===== src/rtl/dbpwm_pkg.sv =====
package dbpwm_pkg;

    localparam int CNT_W = 8;
    localparam int SEL_W = 2;
    localparam int DT_W  = (1 << SEL_W);
    localparam int N_PH  = 2;

    typedef enum logic {
        RUN_FREE = 1'b0,
        RUN_PPG  = 1'b1
    } run_mode_e;

    typedef struct packed {
        logic tc;
        logic pwm_hi;
    } cnt_stat_t;

    typedef struct packed {
        logic running;
        logic start_now;
    } ctl_stat_t;

    function automatic logic [DT_W-1:0] dead_len(input logic [SEL_W-1:0] sel);
        return DT_W'(1) << sel;
    endfunction

endpackage


===== src/rtl/dbpwm_counter.sv =====
module dbpwm_counter
    import dbpwm_pkg::*;
#(
    parameter int W = CNT_W
) (
    input  logic         clk,
    input  logic         rst,
    input  logic         load,
    input  logic         run,
    input  logic [W-1:0] period,
    input  logic [W-1:0] compare,
    output cnt_stat_t    st
);

    logic [W-1:0] cnt;
    logic         at_zero;

    assign at_zero = (cnt == '0);

    always_ff @(posedge clk) begin
        if (rst) begin
            cnt <= '0;
        end else if (load) begin
            cnt <= period;
        end else if (run) begin
            cnt <= at_zero ? period : cnt - W'(1);
        end
    end

    always_comb begin
        st.tc     = run && at_zero;
        st.pwm_hi = run && (cnt > compare);
    end

endmodule


===== src/rtl/dbpwm_shotctl.sv =====
module dbpwm_shotctl
    import dbpwm_pkg::*;
#(
    parameter int W = CNT_W
) (
    input  logic         clk,
    input  logic         rst,
    input  logic         en,
    input  logic         sw_start,
    input  logic         hw_start,
    input  run_mode_e    mode,
    input  logic [W-1:0] shot_count,
    input  logic         tc,
    output ctl_stat_t    st
);

    logic         en_q;
    logic         running;
    logic [W-1:0] shots_left;
    logic         en_rise;
    logic         restart;
    logic         counted;
    logic         final_shot;

    assign en_rise    = en && !en_q;
    assign restart    = en && en_q && !running && (sw_start || hw_start);
    assign counted    = (mode == RUN_PPG) && (shot_count != '0);
    assign final_shot = tc && counted && (shots_left <= W'(1));

    always_ff @(posedge clk) begin
        if (rst) begin
            en_q       <= 1'b0;
            running    <= 1'b0;
            shots_left <= '0;
        end else begin
            en_q <= en;
            if (!en) begin
                running <= 1'b0;
            end else if (en_rise || restart) begin
                running    <= 1'b1;
                shots_left <= shot_count;
            end else if (final_shot) begin
                if (hw_start) begin
                    shots_left <= shot_count;
                end else begin
                    running <= 1'b0;
                end
            end else if (tc && counted) begin
                shots_left <= shots_left - W'(1);
            end
        end
    end

    always_comb begin
        st.running   = running;
        st.start_now = en_rise || restart;
    end

endmodule


===== src/rtl/dbpwm_phase.sv =====
module dbpwm_phase
    import dbpwm_pkg::*;
#(
    parameter int DW = DT_W
) (
    input  logic          clk,
    input  logic          rst,
    input  logic          clr,
    input  logic          want,
    input  logic [DW-1:0] len,
    output logic          out
);

    logic          lvl_q;
    logic [DW-1:0] held;

    always_ff @(posedge clk) begin
        if (rst || clr || !want) begin
            lvl_q <= 1'b0;
            held  <= '0;
        end else if (!lvl_q) begin
            lvl_q <= 1'b1;
            held  <= '0;
        end else if (held < len) begin
            held <= held + DW'(1);
        end
    end

    assign out = lvl_q && (held >= len);

endmodule


===== src/rtl/dbpwm_top.sv =====
module dbpwm_top
    import dbpwm_pkg::*;
#(
    parameter int W  = CNT_W,
    parameter int SW = SEL_W
) (
    input  logic          clk,
    input  logic          rst,
    input  logic          en,
    input  logic          sw_start,
    input  logic          hw_start,
    input  logic          mode,
    input  logic [W-1:0]  period,
    input  logic [W-1:0]  compare,
    input  logic [SW-1:0] db_sel,
    input  logic [W-1:0]  shot_count,
    output logic          out_pri,
    output logic          out_aux,
    output logic          tc,
    output logic          busy
);

    localparam int DW = (1 << SW);

    cnt_stat_t       cst;
    ctl_stat_t       kst;
    logic            armed;
    logic [N_PH-1:0] want;
    logic [N_PH-1:0] ph_out;
    logic [DW-1:0]   len;

    assign len = DW'(1) << db_sel;

    dbpwm_shotctl #(.W(W)) u_ctl (
        .clk        (clk),
        .rst        (rst),
        .en         (en),
        .sw_start   (sw_start),
        .hw_start   (hw_start),
        .mode       (run_mode_e'(mode)),
        .shot_count (shot_count),
        .tc         (cst.tc),
        .st         (kst)
    );

    dbpwm_counter #(.W(W)) u_cnt (
        .clk     (clk),
        .rst     (rst),
        .load    (!en || kst.start_now),
        .run     (kst.running),
        .period  (period),
        .compare (compare),
        .st      (cst)
    );

    always_ff @(posedge clk) begin
        if (rst || !en || !kst.running) begin
            armed <= 1'b0;
        end else if (cst.pwm_hi) begin
            armed <= 1'b1;
        end
    end

    assign want[0] = cst.pwm_hi;
    assign want[1] = kst.running && armed && !cst.pwm_hi;

    for (genvar g = 0; g < N_PH; g++) begin : g_phase
        dbpwm_phase #(.DW(DW)) u_ph (
            .clk  (clk),
            .rst  (rst),
            .clr  (!en),
            .want (want[g]),
            .len  (len),
            .out  (ph_out[g])
        );
    end

    assign out_pri = ph_out[0];
    assign out_aux = ph_out[1];
    assign tc      = cst.tc;
    assign busy    = kst.running;

endmodule


===== config.mk =====
export PLATFORM = sky130hd
export DESIGN_NAME = dbpwm_top
export DESIGN_NICKNAME = d
export VERILOG_FILES = /design/src/rtl/dbpwm_pkg.sv /design/src/rtl/dbpwm_counter.sv /design/src/rtl/dbpwm_shotctl.sv /design/src/rtl/dbpwm_phase.sv /design/src/rtl/dbpwm_top.sv
export SDC_FILE = /design/constraint.sdc
export NUM_CORES = 1
export LEC_CHECK = 0
export BUFFER_PORTS_ARGS = -buffer_cell sky130_fd_sc_hd__buf_2
export CORE_UTILIZATION = 61
export DETAILED_ROUTE_END_ITERATION = 10
export GPL_ROUTABILITY_DRIVEN = 0
export HOLD_SLACK_MARGIN = 0.08
export PLACE_DENSITY = 0.85
export SETUP_SLACK_MARGIN = 0.02
export SYNTH_ARGS = -nofsm -noshare
export SYNTH_HDL_FRONTEND = slang
export SYNTH_SLANG_ARGS = --single-unit

===== constraint.sdc =====
create_clock -name clk -period 4.09 [get_ports clk]
set_input_delay 0.2045 -clock clk [delete_from_list [all_inputs] [get_ports clk]]
set_output_delay 0.2045 -clock clk [all_outputs]
set_load 0.02 [all_outputs]

==> impl_metrics.py, run 1 <==
metrics = {
    "outcome": {
        "outcome": "finished clean",
    },
    "synth": {
        "yosysTopAreaCellShare_pct": 25.65,
        "yosys.area.top_type": "dfxtp_1",
        "synth_edf_count": 0,
        "synth_area_um2": 2263,
        "syn_inst": 276,
        "ys_ff_latch": 29,
        "ys_seq_area_share_pct": 25.65,
        "synth_fp_nets": 330,
        "synth_cell_type_count": 57,
        "ys_top_cells_by_area": "dfxtp_1 26%, ha_1 12%, inv_1 5.1%, o21ai_0 4.0%, nand3_1 3.3%",
        "syn_avg_cell_area_um2": 8.201,
        "yosys_warnings": 0,
        "synthFlopType": "dfxtp_1",
        "synth_async_sr_flop_share_pct": 0,
    },
    "finish": {
        "layout-drive-gt1-share_pct": 16.99,
        "fin_nets": 365,
        "area_delta_synth_final_pct": 12.60,
        "final_common_cell": "buf_2",
        "layout_common_cells": "35 x buf_2, 31 x inv_1, 29 x dfxtp_1",
        "diodes": 0,
        "final_cell_count_no_fill": 358,
    },
    "power_and_ir_drop": {
        "p_leak_uw": 0.001067,
        "power_density_nw_per_um2": 296.1,
        "ir_drop_mv": 0.1646,
    },
    "floorplanning": {
        "die-height_um": 62.92,
        "die_x_um": 62.92,
        "start_util_pct": 65.76,
        "io_pins": 36,
        "core_area_um2": 3442,
        "row_count": 21,
        "die_area_um2": 3958,
    },
    "sta": {
        "timing.final.crit_period_ps": 2226,
        "hold_viol_final": 0,
        "slew_viol_final": 0,
        "rsz0062_at_grt": "no",
        "maxClockFrequency_mhz": 449.3,
        "worst-slew-pin-transition_ps": 894.0,
        "setup_viol": 0,
        "finalSetupTns_ps": 0,
        "relSlewSlack_pct": 39.99,
        "skew_ps": 4.350,
        "min_period_over_period_pct": 54.42,
    },
    "setup_path": {
        "cp.required_ps": 4220,
        "path_class": "register to register",
        "startpoint_type": "register",
        "crit_arrival_ps": 2350,
        "crit_fanout": 7,
        "crit_path_end_kind": "register",
    },
    "place": {
        "place_inst": 350,
        "numPortBuffers": 35,
        "place.detailed.hpwl_um": 4209,
    },
    "routing": {
        "vias": 2337,
        "viasPerCell": 6.528,
        "ant_nets": 0,
        "first_pass_iters": 4,
        "totalWireLength_um": 5613,
        "wl_per_cell_um": 15.68,
        "drc": 0,
        "detail_route.iter0.violations": 177,
    },
    "global_route": {
        "track_usage_pct": 30.28,
        "grt_max_degree": 20,
        "overflow": 0,
        "grt_pass1_wl_um": 9666,
        "first_global_vias": 2163,
        "grt_antenna_before_repair": 0,
    },
    "clock_tree": {
        "cts_tree": "done",
        "postCtsSetupRepairBufs": 0,
        "cts-buffers-inserted": 5,
        "clkSlewWorstSetupHoldPaths_ps": 70,
        "clock_latency_ps": 280,
        "cts.sinks": 29,
        "holdBufCountCts": 0,
        "cts_resized": 0,
        "cts_buffer_depth": 2,
        "htreeDepth": 2,
        "clockRootBuffer": "clkbuf_8",
    },
    "worst_hold_path": {
        "hold_path.class": "input port to register",
    },
    "job": {
        "cap_violations": 0,
    },
}
==> kinds of logic (layout without fill, tap and decap cells) <==
kind of cell / after synthesis / after routing / synth area share (%)
AND/OR/NAND/NOR: 93 / 93 / 24.27
AO/OA/AOI/OAI: 89 / 89 / 28.91
buffers and inverters: 38 / 74 / 6.633
flip-flops: 29 / 29 / 25.65
adder cells (fa/ha/maj): 22 / 22 / 12.16
multiplexers: 4 / 4 / 1.990
XOR/XNOR: 1 / 1 / 0.3870
==> final timing paths <==
kind / startpoint / endpoint / slack [ps] / cells past startpoint
worst max register to register: u_cnt.cnt[6] / g_phase[1].u_ph.held[0] / 1860 / 5
worst max-delay path: u_cnt.cnt[6] / g_phase[1].u_ph.held[0] / 1860 / 5
worst min-delay path: period[0] / u_cnt.cnt[0] / 200 / 3
worst min register to register: u_cnt.cnt[0] / u_cnt.cnt[0] / 500 / 2
==> metrics by stage <==
step	worst slack (ps)	cell area (µm²)	utilization (%)	hold slack, ps	power, µW
2_1_floorplan	1974	2263	-	374.7	468.8
3_3_place_gp	1892	2462	71.54	485.7	514.9
3_5_place_dp	1762	2462	71.54	493.0	520.4
4_1_cts	1890	2549	74.05	194.4	758.9
5_1_grt	1682	2549	74.05	221.2	798.3
6_report	1864	2549	74.05	202.6	754.7
==> cells in the mapped netlist, types with 2 or more instances <==
| master | number |
|---|---|
| mux2i_1 | 3 |
| a311oi_1 | 3 |
| nor2_1 | 13 |
| nor4_1 | 3 |
| nor2b_1 | 5 |
| a2111oi_0 | 4 |
| nor3_1 | 8 |
| a21o_1 | 2 |
| and3_1 | 4 |
| a21boi_0 | 3 |
| and4_1 | 5 |
| o31ai_1 | 4 |
| or3_1 | 3 |
| or4_1 | 5 |
| a21oi_1 | 12 |
| o21ai_0 | 18 |
| o32ai_1 | 3 |
| ha_1 | 22 |
| dfxtp_1 | 29 |
| a31oi_1 | 5 |
| o21a_1 | 6 |
| nand4_1 | 4 |
| clkbuf_1 | 6 |
| o211ai_1 | 4 |
| a221oi_1 | 7 |
| nand2b_1 | 6 |
| nand3_1 | 15 |
| and2_1 | 2 |
| o2bb2ai_1 | 2 |
| inv_1 | 31 |
| nand2_1 | 13 |
==> worst max-delay path, cell delays in order, from the launching register on <==
cell and delay [ps]:
dfxtp_1 490, ha_1 320, and4_1 210, and2_1 140, a311oi_1 700, a221oi_1 210
==> sequential cells by signal, indices dropped and copies added, names as in the netlist <==
name / flops
u_cnt.cnt: 8
armed: 1
g_phase.u_ph.lvl_q: 2
u_ctl.shots_left: 8
u_ctl.en_q: 1
g_phase.u_ph.held: 8
u_ctl.running: 1
==> layer usage <==
layer	vias to the layer above	wire (µm)	track usage [%]
met3	17	336	6.752
met5	-	0	0
li1	1132	-	-
met4	0	131	10.47
met1	1090	2524	39.60
met2	98	2620	48.52
==> power breakdown <==
part | switching [µW] | internal (µW) | leakage (µW)
Combinational | 111 | 86.6 | 0.000785
Sequential | 24.1 | 298 | 0.000238
Clock | 118 | 117 | 0.0000439
Total | 253 | 501 | 0.00107
==> area by class of cell <==
| class | count | area, µm² |
|---|---|---|
| multi-input cells | 209 | 1533 |
| fillers | 286 | 893.4 |
| flip-flops and latches | 29 | 580.6 |
| repair buffers | 35 | 175.2 |
| inverters | 31 | 116.4 |
| clock buffers | 5 | 68.82 |
| well taps | 46 | 57.56 |
| clock inverters | 3 | 17.52 |
Note: power is estimated with default switching activity, not from simulation.
==> inputs of run 2 (changes only) <==
CORE_UTILIZATION = 57   (was 61)
PLACE_DENSITY = 0.8   (was 0.85)
clock period = 2.2 ns   (was 4.09 ns; I/O delays follow)
==> impl_metrics.py, run 2 (same netlist as run 1, synthesis figures left out) <==
metrics = {
    "outcome": {
        "outcome": "finished clean",
    },
    "floorplanning": {
        "start_util_pct": 60.46,
        "die_x_um": 65.02,
        "die-height_um": 65.02,
        "io_pins": 36,
        "core_area_um2": 3744,
        "row_count": 22,
        "die_area_um2": 4227,
    },
    "setup_path": {
        "cp-endpoint": "tc",
        "critPathSlowestCell": "or4b_4",
        "startpoint": "u_cnt.cnt[1]",
        "cp.required_ps": 2090,
        "crit_path_end_kind": "output port",
        "startpoint_type": "register",
        "timing.rr.start": "u_cnt.cnt[1]",
        "crit_fanout": 5,
        "r2r_end": "u_ctl.shots_left[3]",
        "path_delay_family": "simple AND/OR/NAND/NOR gates",
        "crit_buf_inv": 3,
        "critPathMaxStageDelay_ps": 490,
        "crit_arrival_ps": 1980,
        "path_class": "register to output port",
        "critical_path_depth": 6,
        "r2r_cells": 7,
        "crit_chain": "inv_1, ha_1, or4b_4, nor3_4, buf_4, buf_2",
        "reg2reg_slack_ps": 120,
    },
    "routing": {
        "drc": 0,
        "ant_nets": 0,
        "wl_per_cell_um": 14.68,
        "first_pass_iters": 4,
        "vias": 2314,
        "detail_route.iter0.violations": 168,
        "viasPerCell": 6.254,
        "totalWireLength_um": 5430,
    },
    "clock_tree": {
        "cts_tree": "done",
        "cts.sinks": 29,
        "cts_buffer_depth": 2,
        "clkSlewWorstSetupHoldPaths_ps": 70,
        "clock_latency_ps": 300,
        "htreeDepth": 2,
        "cts-buffers-inserted": 5,
        "holdBufCountCts": 0,
        "clockRootBuffer": "clkbuf_8",
    },
    "global_route": {
        "grt_antenna_before_repair": 0,
        "track_usage_pct": 28.02,
        "grt_max_degree": 20,
        "grt_pass1_wl_um": 9059,
        "first_global_vias": 2061,
        "overflow": 0,
    },
    "sta": {
        "hold_viol_final": 0,
        "slew_viol_final": 0,
        "worst_slack_ps": 107.3,
        "skew_ps": 9.781,
        "timing.final.crit_period_ps": 2093,
        "relSlewSlack_pct": 68.74,
        "worst-slew-pin-transition_ps": 468.9,
        "setup_viol": 0,
        "maxClockFrequency_mhz": 477.9,
        "rsz0062_at_grt": "no",
        "min_period_over_period_pct": 95.12,
    },
    "place": {
        "place.detailed.hpwl_um": 4094,
        "place_ws_ps": -19.55,
        "numPortBuffers": 35,
        "place_inst": 362,
    },
    "power_and_ir_drop": {
        "clkPwrFrac_pct": 30.7,
        "combPwrFrac_pct": 28.3,
        "power_density_nw_per_um2": 539.8,
        "ir_drop_mv": 0.4630,
        "p_int_uw": 962.3,
        "p_sw_uw": 486.5,
        "p_leak_uw": 0.001125,
        "swShare_pct": 33.58,
        "seq_power_share_pct": 41.0,
    },
    "finish": {
        "final_cell_count_no_fill": 370,
        "fin_nets": 375,
        "area_delta_synth_final_pct": 18.57,
        "layout-drive-gt1-share_pct": 23.29,
        "layout_common_cells": "35 x buf_2, 31 x inv_1, 26 x dfxtp_1",
        "reg_top3": "g_phase.u_ph.held (8), u_cnt.cnt (8), u_ctl.shots_left (8)",
        "fillerInstances": 335,
        "final_common_cell": "buf_2",
        "diodes": 0,
    },
    "worst_hold_path": {
        "hold-path-cell-count": 3,
        "hold_path.class": "input port to register",
    },
    "job": {
        "cap_violations": 0,
    },
}
## run 2: cell types whose count changed in the layout (fill, tap and decap cells not counted), moves of 2 or more
cell       change
dfxtp_2        +3
buf_4         +10
a2111oi_0      -2
dfxtp_1        -3
## run 2: layout make-up
type / count / area, µm² / share of cell area, %
sequential: 29 / 584.3 / 21.77
clock buffer: 6 / 72.57 / 2.704
timing repair buffer: 45 / 250.2 / 9.324
inverter: 31 / 116.4 / 4.336
clock inverter: 2 / 10.01 / 0.3730
multi-input combinational: 209 / 1590 / 59.25
tap: 48 / 60.06 / 2.238
## run 2: worst min path at each step
stage,start,end,slack (ps)
floorplan,shot_count[5],u_ctl.shots_left[5],280
global route,shot_count[0],u_ctl.shots_left[0],100
CTS,period[0],u_cnt.cnt[0],90
finish,period[0],u_cnt.cnt[0],90
global placement,period[0],u_cnt.cnt[0],400
detailed placement,period[0],u_cnt.cnt[0],410
## run 2: power by group through the flow
stage          clock network [µW]  registers, µW  logic [µW]
6_report                      444            594         411
3_3_place_gp                    0            602         383
5_1_grt                       479            598         457
4_1_cts                       448            591         395
3_5_place_dp                    0            603         388
2_1_floorplan                   0            594         278
## run 2: repair_timing
item                                    4_1_cts  5_1_grt
endpoints found under the setup margin        2       10
gates resized for setup                       3       14
pin swaps                                     0        1
buffers inserted                              0        0
## run 2: tightest hold or removal path: stages
cell and delay [ps]:
buf_2 100, nand3_1 60, a31oi_1 70
## run 2: per-layer routing
metal  GRT usage, %  vias to the layer above  wire [µm]
li1               -                     1157          -
met1          34.29                     1082       2509
met2          45.83                       62       2546
met3          7.570                       13        257
met4          11.96                        0        116
met5              0                        -          0
## run 2: per-stage QoR
| step | TNS [ps] | area [µm²] | utilization (%) | power (µW) | hold slack [ps] |
|---|---|---|---|---|---|
| floorplan | 0 | 2263 | - | 871.6 | 280.2 |
| global placement | 0 | 2540 | 67.85 | 985.0 | 397.9 |
| detailed placement | -19.55 | 2540 | 67.85 | 991.0 | 405.8 |
| CTS | 0 | 2635 | 70.39 | 1434 | 93.19 |
| global route | 0 | 2684 | 71.69 | 1533 | 102.2 |
| finish | 0 | 2684 | 71.69 | 1449 | 90.72 |
==> inputs of run 3 (changes only) <==
PLACE_DENSITY = 0.89   (was 0.8)
==> impl_metrics.py, run 3 (same netlist as run 1, synthesis figures left out) <==
metrics = {
    "outcome": {
        "outcome": "finished clean",
    },
    "clock_tree": {
        "cts.sinks": 29,
        "cts_tree": "done",
        "clockRootBuffer": "clkbuf_8",
        "htreeDepth": 2,
        "holdBufCountCts": 0,
        "clock_latency_ps": 280,
        "cts-buffers-inserted": 5,
        "clkSlewWorstSetupHoldPaths_ps": 70,
        "cts_buffer_depth": 2,
        "postCtsSetupRepairBufs": 0,
    },
    "sta": {
        "whs_ps": 104.8,
        "finalSetupTns_ps": 0,
        "setup_viol": 0,
        "relSlewSlack_pct": 58.62,
        "hold_viol_final": 0,
        "slew_viol_final": 0,
        "min_period_over_period_pct": 94.93,
        "rsz0062_at_grt": "no",
        "maxClockFrequency_mhz": 478.8,
        "skew_ps": 10.50,
        "worst-slew-pin-transition_ps": 620.7,
        "timing.final.crit_period_ps": 2088,
    },
    "floorplanning": {
        "die_area_um2": 4227,
        "start_util_pct": 60.46,
        "row_count": 22,
        "io_pins": 36,
        "core_area_um2": 3744,
        "die-height_um": 65.02,
        "die_x_um": 65.02,
    },
    "routing": {
        "detail_route.iter0.violations": 222,
        "totalWireLength_um": 5827,
        "wl_per_cell_um": 15.83,
        "vias": 2343,
        "viasPerCell": 6.367,
        "ant_nets": 0,
        "drc": 0,
        "first_pass_iters": 4,
    },
    "place": {
        "place.detailed.hpwl_um": 4256,
        "numPortBuffers": 35,
    },
    "setup_path": {
        "path_class": "register to register",
        "crit_fanout": 6,
        "startpoint_type": "register",
        "crit_arrival_ps": 2300,
        "crit_path_end_kind": "register",
        "cp.required_ps": 2410,
    },
    "finish": {
        "area_delta_synth_final_pct": 17.30,
        "final_util_pct": 70.92,
        "final_common_cell": "buf_2",
        "diodes": 0,
        "layout_common_cells": "35 x buf_2, 31 x inv_1, 26 x dfxtp_1",
        "fin_nets": 374,
        "layout-drive-gt1-share_pct": 21.88,
        "reg_top3": "g_phase.u_ph.held (8), u_cnt.cnt (8), u_ctl.shots_left (8)",
    },
    "power_and_ir_drop": {
        "p_leak_uw": 0.001116,
        "swShare_pct": 32.41,
        "combPwrFrac_pct": 28.3,
        "total_power_uw": 1461,
        "p_sw_uw": 473.5,
        "seq_power_share_pct": 40.7,
        "power_density_nw_per_um2": 550.1,
        "ir_drop_mv": 0.4321,
        "p_int_uw": 987.2,
        "clkPwrFrac_pct": 31.0,
    },
    "global_route": {
        "grt_antenna_before_repair": 0,
        "grt_pass1_wl_um": 9680,
        "track_usage_pct": 29.25,
        "first_global_vias": 2247,
        "grt_max_degree": 20,
        "overflow": 0,
    },
    "job": {
        "cap_violations": 0,
    },
    "worst_hold_path": {
        "hold_path.class": "input port to register",
    },
}
run 3: layout make-up:
type                            instances  area, µm²
Tap cell                               48      60.06
Multi-Input combinational cell        209       1565
Fill cell                             308       1089
Clock buffer                            7      86.33
Sequential cell                        29      584.3
Timing Repair Buffer                   44      242.7
Inverter                               31      116.4
run 3: final timing paths:
kind | from | endpoint | slack [ps] | depth (start not counted)
max | u_ctl.shots_left[0] | u_ctl.shots_left[7] | 110 | 7
min reg2reg | u_ctl.shots_left[1] | u_ctl.shots_left[1] | 480 | 2
max reg2reg | u_ctl.shots_left[0] | u_ctl.shots_left[7] | 110 | 7
min | period[0] | u_cnt.cnt[0] | 100 | 3
run 3: through the flow:
step	cell area (µm²)	setup WS [ps]	cells
after detailed placement	2532	23.72	361
after floorplan	2263	84.05	276
after global routing	2655	8.514	368
final	2655	111.6	368
after CTS	2626	45.84	368
after global placement	2532	75.35	361
run 3: power by group through the flow:
stage | registers (µW) | clock network, µW | logic, µW
after global routing | 597 | 472 | 453
final | 595 | 452 | 413
after detailed placement | 603 | 0 | 388
after CTS | 592 | 450 | 396
after floorplan | 594 | 0 | 278
after global placement | 601 | 0 | 376
run 3: critical path, cell delays in order, from the launching register on:
cell,delay [ps]
dfxtp_2,370
inv_1,70
ha_2,220
or2_2,340
and3_2,260
a31o_2,280
a221o_1,350
a21oi_1,120
run 3: what timing repair did:
item,in CTS,in global routing
setup endpoints to repair,6,13
gates cloned,0,0
pin swaps,1,1
gates resized for setup,2,11
run 3: metal layers:
metal,GRT usage [%],routed length [µm]
met1,35.56,2524
met2,50.78,2861
met3,5.106,332
met4,11.41,107
met5,0,0
